File: config.mk
export PLATFORM = sky130hd
export DESIGN_NAME = win_sched_ctrl
export DESIGN_NICKNAME = d
export VERILOG_FILES = /design/src/rtl/win_sched_pkg.sv /design/src/rtl/wsc_step_cnt.sv /design/src/rtl/wsc_idx_cnt.sv /design/src/rtl/wsc_sub_decode.sv /design/src/rtl/win_sched_ctrl.sv
export SDC_FILE = /design/constraint.sdc
export NUM_CORES = 1
export LEC_CHECK = 0
export ABC_AREA = 1
export BUFFER_PORTS_ARGS = -buffer_cell sky130_fd_sc_hd__buf_2
export CORE_AREA = 2 2 58 60
export DETAILED_ROUTE_END_ITERATION = 7
export DIE_AREA = 0 0 60 62
export PLACE_DENSITY = 0.64
export SYNTH_ARGS = -nofsm -noshare
export SYNTH_HDL_FRONTEND = slang
export SYNTH_SLANG_ARGS = --single-unit
export TNS_END_PERCENT = 100
File: constraint.sdc
create_clock -name clk -period 5.2 [get_ports clk]
set_input_delay 0.78 -clock clk [delete_from_list [all_inputs] [get_ports clk]]
set_output_delay 0.78 -clock clk [all_outputs]
set_load 0.05 [all_outputs]
File: src/rtl/win_sched_pkg.sv
package win_sched_pkg;
  typedef enum logic [1:0] {
    PH_IDLE = 2'd0,
    PH_FWD  = 2'd1,
    PH_PRE  = 2'd2,
    PH_BWD  = 2'd3
  } phase_e;

  typedef enum logic [1:0] {
    SUB_BETA  = 2'd0,
    SUB_DELTA = 2'd1,
    SUB_LLR   = 2'd2
  } sub_e;
endpackage

File: src/rtl/wsc_step_cnt.sv
module wsc_step_cnt #(
  parameter int W = 5
) (
  input  logic         clk,
  input  logic         rst,
  input  logic         clr,
  input  logic         en,
  input  logic [W-1:0] lim_m1,
  output logic [W-1:0] cnt,
  output logic         wrap
);
  assign wrap = en && (cnt == lim_m1);

  always_ff @(posedge clk) begin
    if (rst || clr || wrap) cnt <= '0;
    else if (en)            cnt <= cnt + 1'b1;
  end

  a_r3_step_bounded: assert property (@(posedge clk) disable iff (rst)
    en |-> cnt <= lim_m1);
endmodule

File: src/rtl/wsc_idx_cnt.sv
module wsc_idx_cnt #(
  parameter int W = 7
) (
  input  logic         clk,
  input  logic         rst,
  input  logic         load,
  input  logic [W-1:0] load_val,
  input  logic         adv,
  input  logic         up,
  output logic [W-1:0] idx
);
  always_ff @(posedge clk) begin
    if (rst)       idx <= '0;
    else if (load) idx <= load_val;
    else if (adv)  idx <= up ? idx + 1'b1 : idx - 1'b1;
  end
endmodule

File: src/rtl/wsc_sub_decode.sv
module wsc_sub_decode
  import win_sched_pkg::*;
#(
  parameter int W         = 5,
  parameter int BETA_CYC  = 7,
  parameter int DELTA_CYC = 4,
  parameter int LLR_CYC   = 13
) (
  input  logic         in_bwd,
  input  logic [W-1:0] step,
  output logic [1:0]   sub,
  output logic         llr_last
);
  localparam int DELTA_END = BETA_CYC + DELTA_CYC;
  localparam int LAST_STEP = DELTA_END + LLR_CYC - 1;

  always_comb begin
    sub      = SUB_BETA;
    llr_last = 1'b0;
    if (in_bwd) begin
      if (int'(step) >= DELTA_END)     sub = SUB_LLR;
      else if (int'(step) >= BETA_CYC) sub = SUB_DELTA;
      llr_last = (int'(step) == LAST_STEP);
    end
  end
endmodule

File: src/rtl/win_sched_ctrl.sv
module win_sched_ctrl
  import win_sched_pkg::*;
#(
  parameter int WIN_LEN   = 128,
  parameter int PRE_LEN   = 24,
  parameter int FWD_CYC   = 7,
  parameter int PRE_CYC   = 7,
  parameter int BETA_CYC  = 7,
  parameter int DELTA_CYC = 4,
  parameter int LLR_CYC   = 13,
  parameter int WCNT_W    = 8
) (
  input  logic              clk,
  input  logic              rst,
  input  logic              start,
  input  logic [WCNT_W-1:0] win_idx,
  input  logic              last_win,
  output logic [1:0]        phase,
  output logic [1:0]        sub_phase,
  output logic [$clog2(WIN_LEN)-1:0] bit_idx,
  output logic [$clog2(BETA_CYC+DELTA_CYC+LLR_CYC+1)-1:0] step,
  output logic              alpha_we,
  output logic              alpha_re,
  output logic              llr_valid,
  output logic              fwd_init_fixed,
  output logic              bwd_init_fixed,
  output logic              done
);
  localparam int BWD_CYC = BETA_CYC + DELTA_CYC + LLR_CYC;
  localparam int IDX_W   = $clog2(WIN_LEN);
  localparam int STEP_W  = $clog2(BWD_CYC + 1);

  phase_e             ph_q, ph_d;
  logic               start_acc, busy, step_wrap, idx_term, seg_end;
  logic [STEP_W-1:0]  lim_m1;
  logic [IDX_W-1:0]   load_val;
  logic               ff_q, bf_q, done_q;

  assign busy      = (ph_q != PH_IDLE);
  assign start_acc = start && !busy;

  always_comb begin
    unique case (ph_q)
      PH_FWD:  lim_m1 = STEP_W'(FWD_CYC - 1);
      PH_PRE:  lim_m1 = STEP_W'(PRE_CYC - 1);
      PH_BWD:  lim_m1 = STEP_W'(BWD_CYC - 1);
      default: lim_m1 = '0;
    endcase
  end

  wsc_step_cnt #(.W(STEP_W)) u_step (
    .clk(clk), .rst(rst), .clr(start_acc), .en(busy),
    .lim_m1(lim_m1), .cnt(step), .wrap(step_wrap)
  );

  assign idx_term = (ph_q == PH_FWD) ? (bit_idx == IDX_W'(WIN_LEN - 1))
                                     : (bit_idx == '0);
  assign seg_end  = busy && step_wrap && idx_term;

  always_comb begin
    ph_d = ph_q;
    if (start_acc) ph_d = PH_FWD;
    else if (seg_end) begin
      unique case (ph_q)
        PH_FWD:  ph_d = bf_q ? PH_BWD : PH_PRE;
        PH_PRE:  ph_d = PH_BWD;
        default: ph_d = PH_IDLE;
      endcase
    end
  end

  always_comb begin
    unique case (ph_d)
      PH_PRE:  load_val = IDX_W'(PRE_LEN - 1);
      PH_BWD:  load_val = IDX_W'(WIN_LEN - 1);
      default: load_val = '0;
    endcase
  end

  wsc_idx_cnt #(.W(IDX_W)) u_idx (
    .clk(clk), .rst(rst), .load(start_acc || seg_end), .load_val(load_val),
    .adv(step_wrap && !idx_term), .up(ph_q == PH_FWD), .idx(bit_idx)
  );

  always_ff @(posedge clk) begin
    if (rst) begin
      ph_q   <= PH_IDLE;
      ff_q   <= 1'b0;
      bf_q   <= 1'b0;
      done_q <= 1'b0;
    end else begin
      ph_q   <= ph_d;
      done_q <= seg_end && (ph_q == PH_BWD) && bf_q;
      if (start_acc) begin
        ff_q <= (win_idx == '0);
        bf_q <= last_win;
      end else if (seg_end && ph_q == PH_BWD) begin
        ff_q <= 1'b0;
        bf_q <= 1'b0;
      end
    end
  end

  wsc_sub_decode #(
    .W(STEP_W), .BETA_CYC(BETA_CYC), .DELTA_CYC(DELTA_CYC), .LLR_CYC(LLR_CYC)
  ) u_sub (
    .in_bwd(ph_q == PH_BWD), .step(step), .sub(sub_phase), .llr_last(llr_valid)
  );

  assign phase          = ph_q;
  assign alpha_we       = (ph_q == PH_FWD) && (step == STEP_W'(FWD_CYC - 1));
  assign alpha_re       = (ph_q == PH_BWD) && (step == '0);
  assign fwd_init_fixed = ff_q;
  assign bwd_init_fixed = bf_q;
  assign done           = done_q;

  a_r2_busy_start_ignored: assert property (@(posedge clk) disable iff (rst)
    (busy && start && ph_q != PH_BWD) |=> ph_q != PH_IDLE && $stable(bf_q));
  a_r3_fwd_ascending: assert property (@(posedge clk) disable iff (rst)
    (ph_q == PH_FWD && step_wrap && !idx_term) |=> bit_idx == IDX_W'($past(bit_idx) + 1'b1));
  a_r5_no_pre_on_last: assert property (@(posedge clk) disable iff (rst)
    (ph_q == PH_PRE) |-> !bf_q);
  a_r7_llr_in_llr_sub: assert property (@(posedge clk) disable iff (rst)
    llr_valid |-> (ph_q == PH_BWD) && (sub_phase == SUB_LLR));
  a_r10_done_after_last_bwd: assert property (@(posedge clk) disable iff (rst)
    done |-> $past(ph_q) == PH_BWD && $past(bf_q) && ph_q == PH_IDLE);
endmodule

After elaboration in Yosys (flattened, before gate mapping)

Cells that the tools add are included.

Flip-flop bits (word level): 17
Input bits: 12
Output and inout port bits: 22
Logic and storage cells: 58

Add/sub/neg operators: 3
Magnitude comparators: 2
Equality and inequality tests: 9
Mux-type cells: 17
Reduce and logical (&&, ||, !) cells: 21

Operators by type and width:

| kind                  | number |
|---|---|
| $mux W7               | 3 |
| $pmux W7 S2           | 1 |
| $pmux W5 S2           | 1 |
| $logic_and A1 B1 Y1   | 9 |
| $eq A2 B2 Y1 const B  | 4 |
| $logic_not A8 Y1      | 1 |
| $mux W2               | 4 |
| $add A7 B1 Y7 const B | 1 |
| $eq A7 B7 Y1 const B  | 1 |
| $logic_not A7 Y1      | 1 |
| $mux W1               | 7 |
| $sub A7 B1 Y7 const B | 1 |
| $reduce_bool A2 Y1    | 3 |
| $add A5 B1 Y5 const B | 1 |
| $eq A5 B3 Y1 const B  | 1 |
| $eq A5 B5 Y1          | 1 |
| $eq A5 B5 Y1 const B  | 1 |
| $ge A5 B3 Y1 const B  | 1 |
| $ge A5 B4 Y1 const B  | 1 |
| $logic_not A5 Y1      | 1 |
| $pmux W2 S2           | 1 |
| $logic_or A1 B1 Y1    | 3 |
| $eq A2 B1 Y1 const B  | 1 |
| $logic_not A1 Y1      | 2 |
| $reduce_or A2 Y1      | 1 |

Depth between registers and ports, before layout

Word-level depth: 12
Gate-level depth with buffers: 14
Mapped depth without buffers: 14

Cells and area by module

Synthesis repeated with hierarchy kept, for this count alone.

Cells, all modules: 221
Area total of the unflattened synthesis: 1416.4 um2

By module, submodules not included:

| module         | times used | cells each | area an instance (um2) | sequential area each (um2) |
|---|---|---|---|---|
| wsc_idx_cnt    | 1          | 88         | 598.1                  | 140.1 |
| win_sched_ctrl | 1          | 66         | 422.9                  | 100.1 |
| wsc_step_cnt   | 1          | 51         | 317.8                  | 100.1 |
| wsc_sub_decode | 1          | 16         | 77.6                   | 0.0 |

Worst setup path after synthesis

No wires, ideal clock.

Kind: reg-to-output
Start point: register u_step.cnt[2]
End point: output llr_valid
Arrival: 2594 ps
Data required time: 4420 ps
Slack: 1826 ps
Stages on the path, launching flop included: 4
Path buffers: 0
Cells stage by stage: dfxtp_1 > inv_1 > or2_2 > nor4_1

Word-level cells in the longest chain between the ends: 2

RTL lines:

| what                   | line                 | RTL |
|---|---|---|
| start, declared        | wsc_step_cnt.sv:9    | `output logic [W-1:0] cnt,` |
| start signal, assigned | wsc_step_cnt.sv:16   | `else if (en) cnt <= cnt + 1'b1;` |
| $eq A5 B5 Y1           | wsc_sub_decode.sv:23 | `llr_last = (int'(step) == LAST_STEP);` |
| $mux W1                | wsc_sub_decode.sv:20 | `if (in_bwd) begin` |
| end, declared          | win_sched_ctrl.sv:24 | `output logic llr_valid,` |

No other way between the ends.

Worst setup path after layout

Start point: register u_step.cnt[2]
End point: output sub_phase[0]

Word-level cells in the longest chain between the ends: 4
Elaborated cells between the ends (all ways): 5
Those cells by class: order compare: 2; mux: 3

RTL lines:

| what          | line                 | RTL |
|---|---|---|
| $ge A5 B3 Y1  | wsc_sub_decode.sv:22 | `else if (int'(step) >= BETA_CYC) sub = SUB_DELTA;` |
| $mux W1       | wsc_sub_decode.sv:22 |  |
| $mux W2 (*)   | wsc_sub_decode.sv:21 | `if (int'(step) >= DELTA_END) sub = SUB_LLR;` |
| $mux W2 (*)   | wsc_sub_decode.sv:20 |  |
| end, declared | win_sched_ctrl.sv:19 | `output logic [1:0] sub_phase,` |

Every way passes the cells marked *; elsewhere a longest branch is shown, timed or not.

==> impl_metrics.ini <==
[critical_path]
timing.critical_path.to_type = primary output
cp_num_buf_inv = 2
timing.critical_path.from_type = register
max_stage_delay_ns = 0.43
path_delay_family = flip-flops
crit_path_max_delay_cell_type = sky130_fd_sc_hd__dfxtp_1
critical_path_class = register to primary output
worst-endpoint-required_ns = 4.42
timing.critical_path.arrival_ns = 1.72
critical_path_peak_fanout = 6
worstPathCellList = inv_1, or2_2, o21ai_0, o21ai_0, nor2_1, buf_2
cp_common_cell = sky130_fd_sc_hd__o21ai_0

[synth]
mappedNetlistArea_sq_um = 1313
compound_gate_fraction_of_synth_area_pct = 10.87
synth_simple_gate_area_share_pct = 36.70
synthesis.instances = 199
adder_and_majority_gate_portion_of_the_synthesized_area_pct = 13.92
postSynthRegisterBits = 17
post_synthesis_sequential_area_ratio_pct = 25.93
synth_top_area_share_pct = 25.93
synth-warning-count = 0
yosys-top-cells-area = sky130_fd_sc_hd__dfxtp_1, sky130_fd_sc_hd__nand2_1, sky130_fd_sc_hd__ha_1
synth_fp_nets = 225
synth_xor_xnor_area_share_pct = 2.002
synthesis.area_per_instance_sq_um = 6.596
synth_cell_types = 28
synth.area.mux_share_pct = 0
dominant_combinational_cell_family_by_area_after_synthesis = simple AND/OR/NAND/NOR gates
library_cell_occupying_the_most_area_in_the_post_synthesis_netlist = sky130_fd_sc_hd__dfxtp_1

[sta]
skew_ns = 0.004752
final_min_period_over_clock_period_pct = 47.99
finalHoldViolations = 0
tightestPinTransition_ns = 0.5720
max_clock_freq_mhz = 400.7
slew_headroom_pct = 61.86
timing.final.crit_period_ns = 2.496
final_max_slew_viol_count = 0
rsz0062_at_grt = false
fin_tns_setup_ns = 0
final_setup_violations = 0

[clock_tree]
cts-resized-gates = 0
cts_sinks = 17
cts-root-to-sink-buffers = 2
clockRootBuffer = sky130_fd_sc_hd__clkbuf_4
cts_tree = done
clock_network_latency_to_the_later_pin_of_the_worst_skew_pair_ns = 0.29
postCtsSetupRepairBufs = 0
clkTransAtPathRegs_ns = 0.11
cts_hold_buffers = 0
cts_htree_levels = 1
cts_made_buffers = 3

[place]
place_hpwl_mm = 2.410
place_area_sq_um = 1520
final_replace_weighted_congestion = 0.8056
placement.io_buffers = 33

[detailed_routing]
drc = 0
detailedRoute.firstIterationViolations = 36
route.detailed.vias_per_inst = 4.818
wl_per_cell_um = 11.16
route.vias.total = 1349
ant_nets = 0
pre_antenna_drt_iters = 4
wirelength_mm = 3.126

[layout]
final_cell_area_sq_um = 1548
n_diodes = 0
drive_gt1_share_pct = 20.51
filler_cell_count = 339
area_growth_syn_to_layout_pct = 17.92
layout.cells.most_common = sky130_fd_sc_hd__nand2_1
final_nets = 261
top_library_cells_by_usage_in_the_layout_fill_and_taps_aside = sky130_fd_sc_hd__nand2_1, sky130_fd_sc_hd__buf_2, sky130_fd_sc_hd__inv_1, sky130_fd_sc_hd__nand3_1, sky130_fd_sc_hd__nor2_1

[global_routing]
antenna_found_initial = 0
first_pass_grt_wire_length_mm = 5.106
grt_start_max_net_pins = 13
first_global_vias = 1155
gr-total-overflow = 0
global_route.usage.total_pct = 17.93

[flow_run]
max-cap-violations = 0

[floorplanning]
core_area_sq_um = 3179
i_o_pin_count = 34
row_count = 21
die_area_sq_um = 3720
start_util_pct = 41.28
die-height_um = 62
die-width_um = 60

[pwr]
pwr_density_cell_nw_per_um2 = 282.6
irDropWorstVdd_uv = 163.9
power.leakage_nw = 0.8108

[status]
outcome = complete, no violations

[min_path]
hold_path_class = register to register
-- cells in the mapped netlist (all sizes together) --
cell type / number
nor3: 4
nand3b: 1
nand2: 45
fa: 1
inv: 33
or2: 3
o21ai: 12
dfxtp: 17
nor2: 19
a31oi: 1
o21bai: 1
a21oi: 13
nor4: 3
clkbuf: 1
ha: 13
or3: 1
nand3: 21
nand4: 6
buf: 1
xor2: 3
-- power breakdown --
| part | internal [mW] | switching [mW] |
|---|---|---|
| registers | 0.142 | 0.0182 |
| clock network | 0.0286 | 0.0439 |
| logic | 0.0677 | 0.137 |
| total | 0.238 | 0.199 |
-- worst reg2reg max path, stage by stage (launching register included) --
cell	delay, ns
sky130_fd_sc_hd__dfxtp_1	0.41
sky130_fd_sc_hd__inv_1	0.10
sky130_fd_sc_hd__ha_1	0.23
sky130_fd_sc_hd__inv_1	0.23
sky130_fd_sc_hd__ha_1	0.34
sky130_fd_sc_hd__nand2_1	0.10
sky130_fd_sc_hd__nand2_1	0.07
sky130_fd_sc_hd__or3_1	0.35
sky130_fd_sc_hd__nand4_1	0.08
sky130_fd_sc_hd__a21oi_1	0.08
-- path summary, 6_finish.rpt --
kind | cells after the start | start | slack (ns) | to
setup / recovery | 6 | u_step.cnt[2] | 2.70 | sub_phase[0]
setup reg to reg | 9 | phase[1] | 3.12 | u_idx.idx[4]
hold / removal | 2 | fwd_init_fixed | 0.49 | fwd_init_fixed
hold reg to reg | 2 | fwd_init_fixed | 0.49 | fwd_init_fixed
-- state kept, by name (all words and copies together) (netlist names) --
name / flops
bwd_init_fixed: 1
fwd_init_fixed: 1
u_step.cnt: 5
u_idx.idx: 7
phase: 2
done: 1
-- cell type report --
class                   instances  area, sq um  area share [%]
clock buffers                   3        22.52           1.455
clock inverters                 1        5.005          0.3234
inverters                      33        123.9           8.003
multi-input cells             147        833.3           53.84
flip-flops and latches         17        340.3           21.99
well taps                      46        57.56           3.719
repair buffers                 33        165.2           10.67
-- per-stage QoR --
| stage | setup slack (ns) | util (%) | total power [mW] | std cells | hold WS [ns] |
|---|---|---|---|---|---|
| after global routing | 2.568 | 48.68 | 0.4744 | 280 | 0.5336 |
| final | 2.704 | 48.68 | 0.4374 | 280 | 0.4908 |
| after global placement | 3.083 | 47.82 | 0.3675 | 276 | 0.4772 |
| after floorplan | 1.826 | - | 0.3234 | 199 | 0.6969 |
| after detailed placement | 3.043 | 47.82 | 0.3666 | 276 | 0.4802 |
| after CTS | 2.705 | 48.68 | 0.4409 | 280 | 0.4957 |
-- routing by layer --
layer,up-vias,routed length [um],track usage [%]
li1,723,-,-
met1,591,1531,24.02
met2,33,1428,30.90
met3,2,159,3.727
met4,0,7,1.905
met5,-,0,0
-- cells by family (layout without fill, tap and decap cells) --
family / count (synthesis) / count (layout)
compound gates: 27 / 27
xor+xnor: 3 / 3
fa+ha+maj: 14 / 14
buf+inv: 35 / 70
flops: 17 / 17
simple gates: 103 / 103
No activity file was read; power rests on OpenSTA's default activity.
